===== config.mk =====
export PLATFORM = sky130hd
export DESIGN_NAME = ecc_err_log
export DESIGN_NICKNAME = d
export VERILOG_FILES = /design/src/rtl/ecc_log_pkg.sv /design/src/rtl/ecc_log_arb.sv /design/src/rtl/ecc_log_flags.sv /design/src/rtl/ecc_log_store.sv /design/src/rtl/ecc_err_log.sv
export SDC_FILE = /design/constraint.sdc
export NUM_CORES = 1
export LEC_CHECK = 0
export CORE_ASPECT_RATIO = 1.1
export CORE_MARGIN = 2
export CORE_UTILIZATION = 45
export DETAILED_ROUTE_END_ITERATION = 8
export DONT_BUFFER_PORTS = 1
export PLACE_DENSITY = 0.72
export SYNTH_ARGS = -nofsm -noshare
export SYNTH_HDL_FRONTEND = slang
export SYNTH_SLANG_ARGS = --single-unit

===== constraint.sdc =====
create_clock -name clk -period 1.25 [get_ports clk]
set_input_delay 0.3125 -clock clk [delete_from_list [all_inputs] [get_ports clk]]
set_output_delay 0.3125 -clock clk [all_outputs]
set_load 0.005 [all_outputs]

===== src/rtl/ecc_log_pkg.sv =====
package ecc_log_pkg;
  localparam int COL_W   = 16;
  localparam int ROW_W   = 16;
  localparam int BANK_W  = 3;
  localparam int RANK_W  = 2;
  localparam int SYND_W  = 8;
  localparam int LOG_W   = 64;

  localparam int COL_LSB  = 48;
  localparam int ROW_LSB  = 32;
  localparam int BANK_LSB = 29;
  localparam int RANK_LSB = 27;
  localparam int SYND_LSB = 16;
  localparam int UE_BIT   = 1;
  localparam int CE_BIT   = 0;

  typedef struct packed {
    logic [COL_W-1:0]  col;
    logic [ROW_W-1:0]  row;
    logic [BANK_W-1:0] bank;
    logic [RANK_W-1:0] rank;
    logic [SYND_W-1:0] synd;
  } err_rec_t;

  localparam int REC_W = $bits(err_rec_t);

  function automatic err_rec_t make_rec(
    input logic [COL_W-1:0]  col,
    input logic [ROW_W-1:0]  row,
    input logic [BANK_W-1:0] bank,
    input logic [RANK_W-1:0] rank,
    input logic [SYND_W-1:0] synd
  );
    err_rec_t r;
    r.col  = col;
    r.row  = row;
    r.bank = bank;
    r.rank = rank;
    r.synd = synd;
    return r;
  endfunction

  // Places record and flags at their word positions; all other bits stay zero.
  function automatic logic [LOG_W-1:0] pack_log(
    input err_rec_t r,
    input logic     ue,
    input logic     ce
  );
    logic [LOG_W-1:0] w;
    w = '0;
    w[COL_LSB  +: COL_W]  = r.col;
    w[ROW_LSB  +: ROW_W]  = r.row;
    w[BANK_LSB +: BANK_W] = r.bank;
    w[RANK_LSB +: RANK_W] = r.rank;
    w[SYND_LSB +: SYND_W] = r.synd;
    w[UE_BIT]             = ue;
    w[CE_BIT]             = ce;
    return w;
  endfunction
endpackage


===== src/rtl/ecc_log_arb.sv =====
module ecc_log_arb
  import ecc_log_pkg::*;
(
  input  logic     ce_stb,
  input  logic     ue_stb,
  input  err_rec_t ce_rec,
  input  err_rec_t ue_rec,
  input  logic     ce_flag,
  input  logic     ue_flag,
  input  logic     clr_ce,
  input  logic     clr_ue,
  output logic     ce_event,
  output logic     ue_event,
  output logic     cap_en,
  output err_rec_t cap_rec
);
  logic ce_lock;
  logic ue_lock;
  logic cap_ue;
  logic cap_ce;

  // A lock whose clear arrives this cycle counts as released.
  assign ce_lock  = ce_flag & ~clr_ce;
  assign ue_lock  = ue_flag & ~clr_ue;

  // Uncorrectable wins a same-cycle collision.
  assign ue_event = ue_stb;
  assign ce_event = ce_stb & ~ue_stb;

  assign cap_ue   = ue_event & ~ue_lock;
  assign cap_ce   = ce_event & ~ue_lock & ~ce_lock;

  assign cap_en   = cap_ue | cap_ce;
  assign cap_rec  = cap_ue ? ue_rec : ce_rec;
endmodule


===== src/rtl/ecc_log_flags.sv =====
module ecc_log_flags (
  input  logic clk,
  input  logic rst_n,
  input  logic ce_event,
  input  logic ue_event,
  input  logic clr_ce,
  input  logic clr_ue,
  output logic ce_flag,
  output logic ue_flag
);
  always_ff @(posedge clk or negedge rst_n) begin
    if (!rst_n) begin
      ce_flag <= 1'b0;
      ue_flag <= 1'b0;
    end else begin
      ce_flag <= ce_event | (ce_flag & ~clr_ce);
      ue_flag <= ue_event | (ue_flag & ~clr_ue);
    end
  end


  ue_sticky_chk: assert property (@(posedge clk) disable iff (!rst_n)
    ue_flag && !clr_ue |=> ue_flag);


  ue_clear_chk: assert property (@(posedge clk) disable iff (!rst_n)
    clr_ue && !ue_event |=> !ue_flag);


  ce_clear_chk: assert property (@(posedge clk) disable iff (!rst_n)
    clr_ce && !ce_event |=> !ce_flag);


  ce_set_chk: assert property (@(posedge clk) disable iff (!rst_n)
    ce_event |=> ce_flag);
endmodule


===== src/rtl/ecc_log_store.sv =====
module ecc_log_store
  import ecc_log_pkg::*;
(
  input  logic     clk,
  input  logic     rst_n,
  input  logic     cap_en,
  input  err_rec_t cap_rec,
  output err_rec_t rec
);
  always_ff @(posedge clk or negedge rst_n) begin
    if (!rst_n)      rec <= '0;
    else if (cap_en) rec <= cap_rec;
  end
endmodule


===== src/rtl/ecc_err_log.sv =====
module ecc_err_log
  import ecc_log_pkg::*;
(
  input  logic              clk,
  input  logic              rst_n,
  input  logic              ce_stb,
  input  logic [COL_W-1:0]  ce_col,
  input  logic [ROW_W-1:0]  ce_row,
  input  logic [BANK_W-1:0] ce_bank,
  input  logic [RANK_W-1:0] ce_rank,
  input  logic [SYND_W-1:0] ce_synd,
  input  logic              ue_stb,
  input  logic [COL_W-1:0]  ue_col,
  input  logic [ROW_W-1:0]  ue_row,
  input  logic [BANK_W-1:0] ue_bank,
  input  logic [RANK_W-1:0] ue_rank,
  input  logic [SYND_W-1:0] ue_synd,
  input  logic              clr_ce,
  input  logic              clr_ue,
  output logic [LOG_W-1:0]  log_word
);
  err_rec_t ce_rec, ue_rec, cap_rec, rec;
  logic     ce_event, ue_event, cap_en;
  logic     ce_flag, ue_flag;

  assign ce_rec = make_rec(ce_col, ce_row, ce_bank, ce_rank, ce_synd);
  assign ue_rec = make_rec(ue_col, ue_row, ue_bank, ue_rank, ue_synd);

  ecc_log_arb u_arb (
    .ce_stb   (ce_stb),
    .ue_stb   (ue_stb),
    .ce_rec   (ce_rec),
    .ue_rec   (ue_rec),
    .ce_flag  (ce_flag),
    .ue_flag  (ue_flag),
    .clr_ce   (clr_ce),
    .clr_ue   (clr_ue),
    .ce_event (ce_event),
    .ue_event (ue_event),
    .cap_en   (cap_en),
    .cap_rec  (cap_rec)
  );

  ecc_log_flags u_flags (
    .clk      (clk),
    .rst_n    (rst_n),
    .ce_event (ce_event),
    .ue_event (ue_event),
    .clr_ce   (clr_ce),
    .clr_ue   (clr_ue),
    .ce_flag  (ce_flag),
    .ue_flag  (ue_flag)
  );

  ecc_log_store u_store (
    .clk     (clk),
    .rst_n   (rst_n),
    .cap_en  (cap_en),
    .cap_rec (cap_rec),
    .rec     (rec)
  );

  assign log_word = pack_log(rec, ue_flag, ce_flag);


  ue_freeze_chk: assert property (@(posedge clk) disable iff (!rst_n)
    ue_flag && !clr_ue |=> $stable(rec));


  ce_lock_chk: assert property (@(posedge clk) disable iff (!rst_n)
    ce_flag && !clr_ce && !ue_flag && !ue_stb |=> $stable(rec));


  ue_overwrite_chk: assert property (@(posedge clk) disable iff (!rst_n)
    ce_flag && !ue_flag && ue_stb |=> (rec == $past(ue_rec)) && ue_flag);


  collide_chk: assert property (@(posedge clk) disable iff (!rst_n)
    ce_stb && ue_stb && !ce_flag |=> ue_flag && !ce_flag);


  reserved_zero_chk: assert property (@(posedge clk) disable iff (!rst_n)
    (log_word[26:24] == 3'b000) && (log_word[15:2] == 14'd0));
endmodule


# Yosys cells after proc, flatten, opt, wreduce, memory -nomap -nowiden
# Index checks and enable logic that the tools add are counted.
# totals
reg_bits	47
# classes
mux	1
bitwise	14
# op_table
cell	n
45-bit two-way mux	1
1-bit bitwise AND	6
1-bit inverter	5
1-bit bitwise OR	3

# Longest topological paths before layout
# Gate-level depths: netlist of run 1.
# depth
ltp_word	6
mapped_depth	5

# Hierarchy
# From an unflattened synthesis of run 1, not the netlist that was laid out.
# hier_totals
hier_cells	178
hier_area_um2	2691.3
# by_module_without_submodules
module	seq_area_each_um2	instances	area_each_um2	cells_each
ecc_log_store	1126.1	1	1874.3	95
ecc_log_arb	0.0	1	598.1	57
ecc_err_log	0.0	1	146.4	20
ecc_log_flags	50.0	1	72.6	6

# Worst setup path after synthesis of run 1
# Ideal clock, no wire load.
# synth_path
path_type	reg2reg
from	reg u_flags.ue_flag
to	reg, netlist name u_store.rec[0]
t_arrival_ns	1.148
synth_period_minus_slack_ns	1.271
setup_slack_ns	-0.021
path_stages_with_launch	5
path_buffers	1
required_time_ns	1.127
cell_sequence	dfrtp_1 -> nand2b_1 -> nand4b_1 -> buf_2 -> o221a_1
# synth_via
elab_chain_cells	5
elab_cells_between_ends	7
# synth_rtl
item	line	source
from (decl)	ecc_log_flags.sv:9	output logic ue_flag
from (signal assigned)	ecc_log_flags.sv:17	ue_flag <= ue_event | (ue_flag & ~clr_ue);
1-bit bitwise AND (*)	ecc_log_arb.sv:24	assign ue_lock = ue_flag & ~clr_ue;
1-bit inverter (*)	ecc_log_arb.sv:30, ecc_log_arb.sv:31	
1-bit bitwise AND (2 in a row)	ecc_log_arb.sv:31	assign cap_ce = ce_event & ~ue_lock & ~ce_lock;
1-bit bitwise OR	ecc_log_arb.sv:33	assign cap_en = cap_ue | cap_ce;
# Mark *: on every way between the ends. The rest lies on a longest branch, timed or not.
# A chain may end at the register's enable or synchronous reset.

# Worst setup path after layout of run 1
# layout_path
from	reg u_flags.ce_flag
to	reg, netlist name u_store.rec[16]
# layout_via
elab_chain_cells	4
# layout_rtl
item	line	source
from (decl)	ecc_log_flags.sv:8	output logic ce_flag,
from (signal assigned)	ecc_log_flags.sv:16	ce_flag <= ce_event | (ce_flag & ~clr_ce);
1-bit bitwise AND	ecc_log_arb.sv:23	assign ce_lock = ce_flag & ~clr_ce;
1-bit inverter	ecc_log_arb.sv:31	
1-bit bitwise AND	ecc_log_arb.sv:31	
1-bit bitwise OR	ecc_log_arb.sv:33	
# No other way between the ends.

==> results of run 1 <==
-- through the flow --
| stage | setup slack (ps) | TNS [ps] | cell area (um2) | total power [uW] | instances |
|---|---|---|---|---|---|
| 6_report | -145 | -5280 | 2610 | 3410 | 250 |
| 5_1_grt | -227 | -8870 | 2610 | 3580 | 249 |
| 4_1_cts | -92.4 | -3430 | 2530 | 3380 | 245 |
| 3_5_place_dp | -273 | -6450 | 2280 | 2410 | 227 |
| 3_3_place_gp | -166 | -4060 | 2280 | 2370 | 227 |
| 2_1_floorplan | -21.3 | -851 | 2400 | 2360 | 200 |
-- power breakdown --
part,internal (uW),switching (uW)
Clock,393,482
Combinational,358,242
Sequential,1740,189
Total,2490,913
-- timing repair --
action,in CTS,in global routing
endpoints found under the hold margin,47,47
cloned,3,3
setup endpoints to repair,38,47
buffers inserted,7,2
pin swaps,1,10
resized for setup,16,3
-- kinds of logic (layout without fill, tap and decap cells) --
| logic type | count (synthesis) | in the layout | synth area share [%] |
|---|---|---|---|
| other cells | 1 | 18 | 0.160 |
| compound gates | 47 | 47 | 22.4 |
| flops | 47 | 47 | 50.3 |
| buf+inv | 39 | 30 | 11.2 |
| simple gates | 50 | 50 | 15.9 |
-- per-layer routing --
| metal | vias to the layer above | global-route usage, % |
|---|---|---|
| met2 | 99 | 35.5 |
| met3 | 4 | 6.19 |
| met5 | - | 0 |
| met1 | 849 | 23.1 |
| met4 | 0 | 5.56 |
| li1 | 703 | - |
-- worst reg2reg max path, cell delays in order (launching register included) --
cell	delay, ps
dfrtp_1	410
nand2b_1	120
nand4b_1	180
buf_6	190
buf_12	140
o221a_1	250
-- synthesized netlist by cell type --
cell | instances | area (um2)
dfrtp_1 | 47 | 1180
o221a_1 | 46 | 518
nand3b_1 | 45 | 338
buf_4 | 19 | 143
clkbuf_1 | 7 | 26.3
buf_2 | 6 | 30.0
buf_6 | 5 | 56.3
nand2b_1 | 4 | 25.0
buf_1 | 1 | 3.75
conb_1 | 1 | 3.75
inv_1 | 1 | 3.75
nand4b_1 | 1 | 8.76
o21ai_1 | 1 | 5.00
-- flip-flops by register name (all words and copies together), names as in the netlist --
signal / cells
u_flags.ue_flag: 1
u_flags.ce_flag: 1
u_store.rec: 45
-- placed cells by master (no fill, tap or decap) --
master / synthesis / layout
clkbuf_16: 0 / 2
buf_12: 0 / 2
clkinv_2: 0 / 1
buf_6: 5 / 9
nand3b_1: 45 / 45
clkbuf_8: 0 / 5
dfrtp_1: 47 / 47
o221a_4: 0 / 1
buf_4: 19 / 6
conb_1: 1 / 17
nand4b_1: 1 / 1
o21ai_1: 1 / 1
diode_2: 0 / 1
inv_1: 1 / 1
buf_16: 0 / 2
o221a_1: 46 / 45
nand2b_4: 0 / 2
nand2b_1: 4 / 2
clkbuf_1: 7 / 2
-- layout make-up --
type | count | area (um2) | area share, %
inverters | 1 | 3.75 | 0.144
flip-flops and latches | 47 | 1180 | 45.1
multi-input cells | 114 | 982 | 37.6
well taps | 58 | 72.6 | 2.78
clock buffers | 7 | 76.3 | 2.92
repair buffers | 21 | 292 | 11.2
diodes | 1 | 2.50 | 0.0959
clock inverters | 1 | 5.00 | 0.192
-- path summary, 6_finish.rpt --
kind / start / endpoint / slack, ps / cells after the start
worst max-delay path: u_flags.ce_flag$_DFF_PN0_ / u_store.rec[16]$_DFFE_PN0P_ / -140 / 5
worst min-delay path: rst_n / u_store.rec[43]$_DFFE_PN0P_ / -290 / 0
worst max register to register: u_flags.ce_flag$_DFF_PN0_ / u_store.rec[16]$_DFFE_PN0P_ / -140 / 5
worst min register to register: u_store.rec[36]$_DFFE_PN0P_ / u_store.rec[36]$_DFFE_PN0P_ / 580 / 1
max in group asynchronous: rst_n / u_store.rec[39]$_DFFE_PN0P_ / 1460 / 0
min in group clk: ue_stb / u_flags.ce_flag$_DFF_PN0_ / 110 / 1
==> results by group, run 1 <==
Floorplanning
  – DIE HEIGHT: ~80 um
  – Die area: 5790 um2
  – Floorplan row count: 27
  – Ports: 160
  – Die width: 72.7 um
  – Starting Density: 46.7%
  – Area of the core: 5000 um2

Outcome
  – Failing checks: hold timing, setup timing
  – Status: complete, but fails checks

STA
  – Final period util: 112%
  – Final Max Tran Viols: 0
  – Final worst slack: -145 ps
  – Fin crit period: 1390 ps
  – Endpoints failing setup: 47
  – Setup Skew: ~8.9 ps
  – RSZ-0062 raised after global routing: yes
  – Final hold violation count: 47
  – Max frequency: 717 MHz
  – Hold_ws: -294 ps

Clocking
  – Clock buffer depth: 2
  – CTS Buf Count: 5
  – Worst skew pair latency: 290 ps
  – CTS tree: yes
  – Clock root cell: clkbuf_8
  – Clock sinks: 47
  – Clock Pin Slew Worst Setup and Hold Paths: around 90 ps
  – H-Tree Level Count: 2

Logic synthesis
  – Syn Area/Cell: 12.7 um2
  – Syn Inst Count: between 150 and 200
  – Warnings from Yosys: 0
  – Sequential area share after synthesis: 50.3%
  – Post-Syn Area: 2340 um2
  – Synth cell types: 13
  – Post-synthesis register bit count: 47

Job
  – Total of max-cap violations: 0

Global routing
  – First-pass GRT wire length: 9000 um
  – Total track usage: between 20% and 30%
  – Initial antenna violation count: 1
  – Total gr overflow: 0
  – Vias in the first global route: 1743
  – Largest net degree at the start of global routing: 51

Layout
  – Synth-to-Final Area Change: 11.7%
  – Fill count: 446
  – Fin nets: 286
  – Final core utilization: between 50% and 60%
  – Layout cells sized above 1: 15.7%

Routing
  – Wire length per cell: 25.2 um
  – Via-to-Cell Ratio: about 6.6
  – Met1 WL: between 2000 and 2500 um
  – WL met2: 3300 um
  – Drc violations: 0
  – Routed via count: 1655
  – WL final: 6310 um
  – Highest layer used for signal routing: met4
  – Initial DRC Count: 74
  – Routed wl met3: 581 um
  – Antenna Nets Post-Route: 0
  – First drt pass iteration count: 4

Placement
  – Final GP Congestion: ~0.66
  – HPWL Detailed: 3800 um
  – Port bufs: 0

Worst setup path
  – CP startpoint kind: flip-flop
  – CP Buf/Inv Count: 2
  – WP data arrival: between 1500 and 2000 ps
  – Critical path required time: about 1400 ps
  – CP Cell Sequence: nand2b_1, nand4b_1, buf_6, buf_12, o221a_1
  – Worst path slowest cell: dfrtp_1
  – CP max stage delay: 410 ps
  – Crit-path leading delay family: flip-flops
  – CP Capture Type: flip-flop
  – Peak fanout along the critical path: 13
  – Crit Path Class: reg2reg

Worst hold path
  – Worst hold path class: in2async

Pwr
  – Max VDD drop: between 0.4 and 0.5 mV
  – Leak pwr: around 0.001 uW
  – Pwr dens: 1310 nW/um2
Power figures use the tool's default switching activity.
==> inputs of run 2 (changes only) <==
CORE_UTILIZATION = 30   (was 45)
PLACE_DENSITY = 0.55   (was 0.72)
==> results by group, run 2 (synthesis results as in run 1) <==
Global routing
  – First-pass GRT wire length: 8090 um (-10%)
  – Initial antenna violation count: 0 (-1)
  – Vias in the first global route: 1492 (-14%)
  – Total gr overflow: 0 (unchanged)
  – Largest net degree at the start of global routing: 51 (unchanged)
  – Total track usage: 12.3% (-7.8 points)

Layout
  – Fill count: 785 (+76%)
  – Top flop regs: u_store.rec (45), u_flags.ce_flag (1), u_flags.ue_flag (1)
  – Most flops, register: u_store.rec
  – Synth-to-Final Area Change: 4.66%
  – Final core utilization: 32.6% (-20 points)
  – Most common cell after layout, fill and taps aside: dfrtp_1
  – Fin nets: 273 (-4.5%)
  – # diodes: 0 (-1)
  – Finished Cell Area: 2450 um2 (-6.3%)
  – Layout cells sized above 1: 8.99% (-6.7 points)
  – Largest register FFs: 45 (unchanged)
  – Most frequent cells in the layout: dfrtp_1 (47), nand3b_1 (45), o221a_1 (45)

Clocking
  – CTS tree: yes
  – Clock Pin Slew Worst Setup and Hold Paths: 90 ps (about the same)
  – H-Tree Level Count: 2 (unchanged)
  – Clock root cell: clkbuf_8
  – Worst skew pair latency: 290 ps (about the same)
  – CTS Buf Count: 5 (unchanged)
  – Clock sinks: 47 (unchanged)
  – Clock buffer depth: 2 (unchanged)

Floorplanning
  – Die area: 8510 um2 (+47%)
  – Floorplan row count: 33 (+22%)
  – Ports: 160 (unchanged)
  – Die width: 88.2 um (+21%)
  – Area of the core: 7510 um2 (+50%)
  – Starting Density: 31.1% (-16 points)
  – DIE HEIGHT: 96.6 um (+21%)

Routing
  – Drc violations: 0 (unchanged)
  – WL final: 5500 um (-13%)
  – Antenna Nets Post-Route: 0 (unchanged)
  – Initial DRC Count: 54 (-27%)
  – Wire length per cell: 19.4 um (-23%)
  – First drt pass iteration count: 3 (-1)
  – Routed via count: 1494 (-9.7%)
  – Via-to-Cell Ratio: 5.28 (-20%)

Placement
  – Port bufs: 0 (unchanged)
  – Setup slack after placement: 1.83 ps (+275 ps)
  – Final GP Congestion: 0.623 (-6.2%)
  – Placed Area: 2360 um2 (+3.5%)
  – HPWL Detailed: 3950 um (+4.0%)

Worst setup path
  – CP Capture Type: flip-flop
  – WP data arrival: 1440 ps (-130 ps)
  – Crit Path Class: reg2reg
  – Critical path required time: 1420 ps (about the same)
  – CP startpoint kind: flip-flop
  – Peak fanout along the critical path: 22 (+9)

Outcome
  – Status: complete, but fails checks
  – Failing checks: hold timing, setup timing

STA
  – Final hold violation count: 47 (unchanged)
  – Final period util: 101% (-10 points)
  – Max frequency: 789 MHz (+10%)
  – Endpoints failing setup: 20 (-57%)
  – Fin crit period: 1270 ps (-128 ps)
  – Final Max Tran Viols: 0 (unchanged)
  – Setup Skew: 9.65 ps (+0.714 ps)
  – Final worst slack: -17.0 ps (+128 ps)
  – RSZ-0062 raised after global routing: yes
  – Hold_ws: -296 ps (-1.67 ps)

Pwr
  – Max VDD drop: 0.392 mV (-14%)
  – Leak pwr: 0.000879 uW (-12%)
  – Pwr dens: 1340 nW/um2 (+2.3%)

Job
  – Total of max-cap violations: 0 (unchanged)

Worst hold path
  – Worst hold path class: in2async
-- run 2: cell count changes in the layout (fill, tap and decap cells not counted), sizes merged --
cell | previous run | this run
diode | 1 | 0
clkbuf | 9 | 7
buf | 19 | 8
-- run 2: worst max-delay path, cell delays in order (launching register included) --
cell	delay, ps
dfrtp_1	400
nand2b_2	100
nand4b_1	160
buf_6	210
o221a_1	260
-- run 2: stage by stage --
step / power (uW) / setup TNS, ps / instances
2_1_floorplan: 2360 / -851 / 200
3_3_place_gp: 2410 / 0 / 275
3_5_place_dp: 2420 / 0 / 275
4_1_cts: 3340 / -72.8 / 283
5_1_grt: 3480 / -2040 / 283
6_report: 3270 / -117 / 283
-- run 2: power breakdown --
group / total (uW) / internal (uW) / switching, uW
clock network: 879 / 394 / 485
registers: 1930 / 1740 / 185
logic: 459 / 267 / 192
total: 3270 / 2400 / 862
-- run 2: layer usage --
metal	share of wire, %	track usage (%)	up-vias
li1	-	-	671
met5	0	0	-
met2	48	19.2	87
met4	0.75	3.41	0
met3	11	5.78	4
met1	40	15.3	732
-- run 2: final cells by class --
type | instances | area [um2] | area share, %
sequential | 47 | 1180 | 48.1
clock inverter | 1 | 5.00 | 0.205
inverter | 1 | 3.75 | 0.153
clock buffer | 7 | 76.3 | 3.12
timing repair buffer | 8 | 92.6 | 3.79
multi-input combinational | 114 | 961 | 39.3
tap | 105 | 131 | 5.37
-- run 2: what timing repair did --
item,4_1_cts,5_1_grt
endpoints found under the setup margin,12,45
setup buffers,0,0
endpoints found under the hold margin,47,47
resized for setup,0,2
-- run 2: final timing paths --
kind | start | to | slack, ps | cells past startpoint
max | u_flags.ue_flag$_DFF_PN0_ | u_store.rec[33]$_DFFE_PN0P_ | -20 | 4
max in group asynchronous | rst_n | u_store.rec[18]$_DFFE_PN0P_ | 1460 | 0
min | rst_n | u_store.rec[42]$_DFFE_PN0P_ | -300 | 0
max reg2reg | u_flags.ue_flag$_DFF_PN0_ | u_store.rec[33]$_DFFE_PN0P_ | -20 | 4
min in group clk | ue_stb | u_flags.ce_flag$_DFF_PN0_ | 100 | 1
min reg2reg | u_flags.ce_flag$_DFF_PN0_ | u_flags.ce_flag$_DFF_PN0_ | 560 | 2
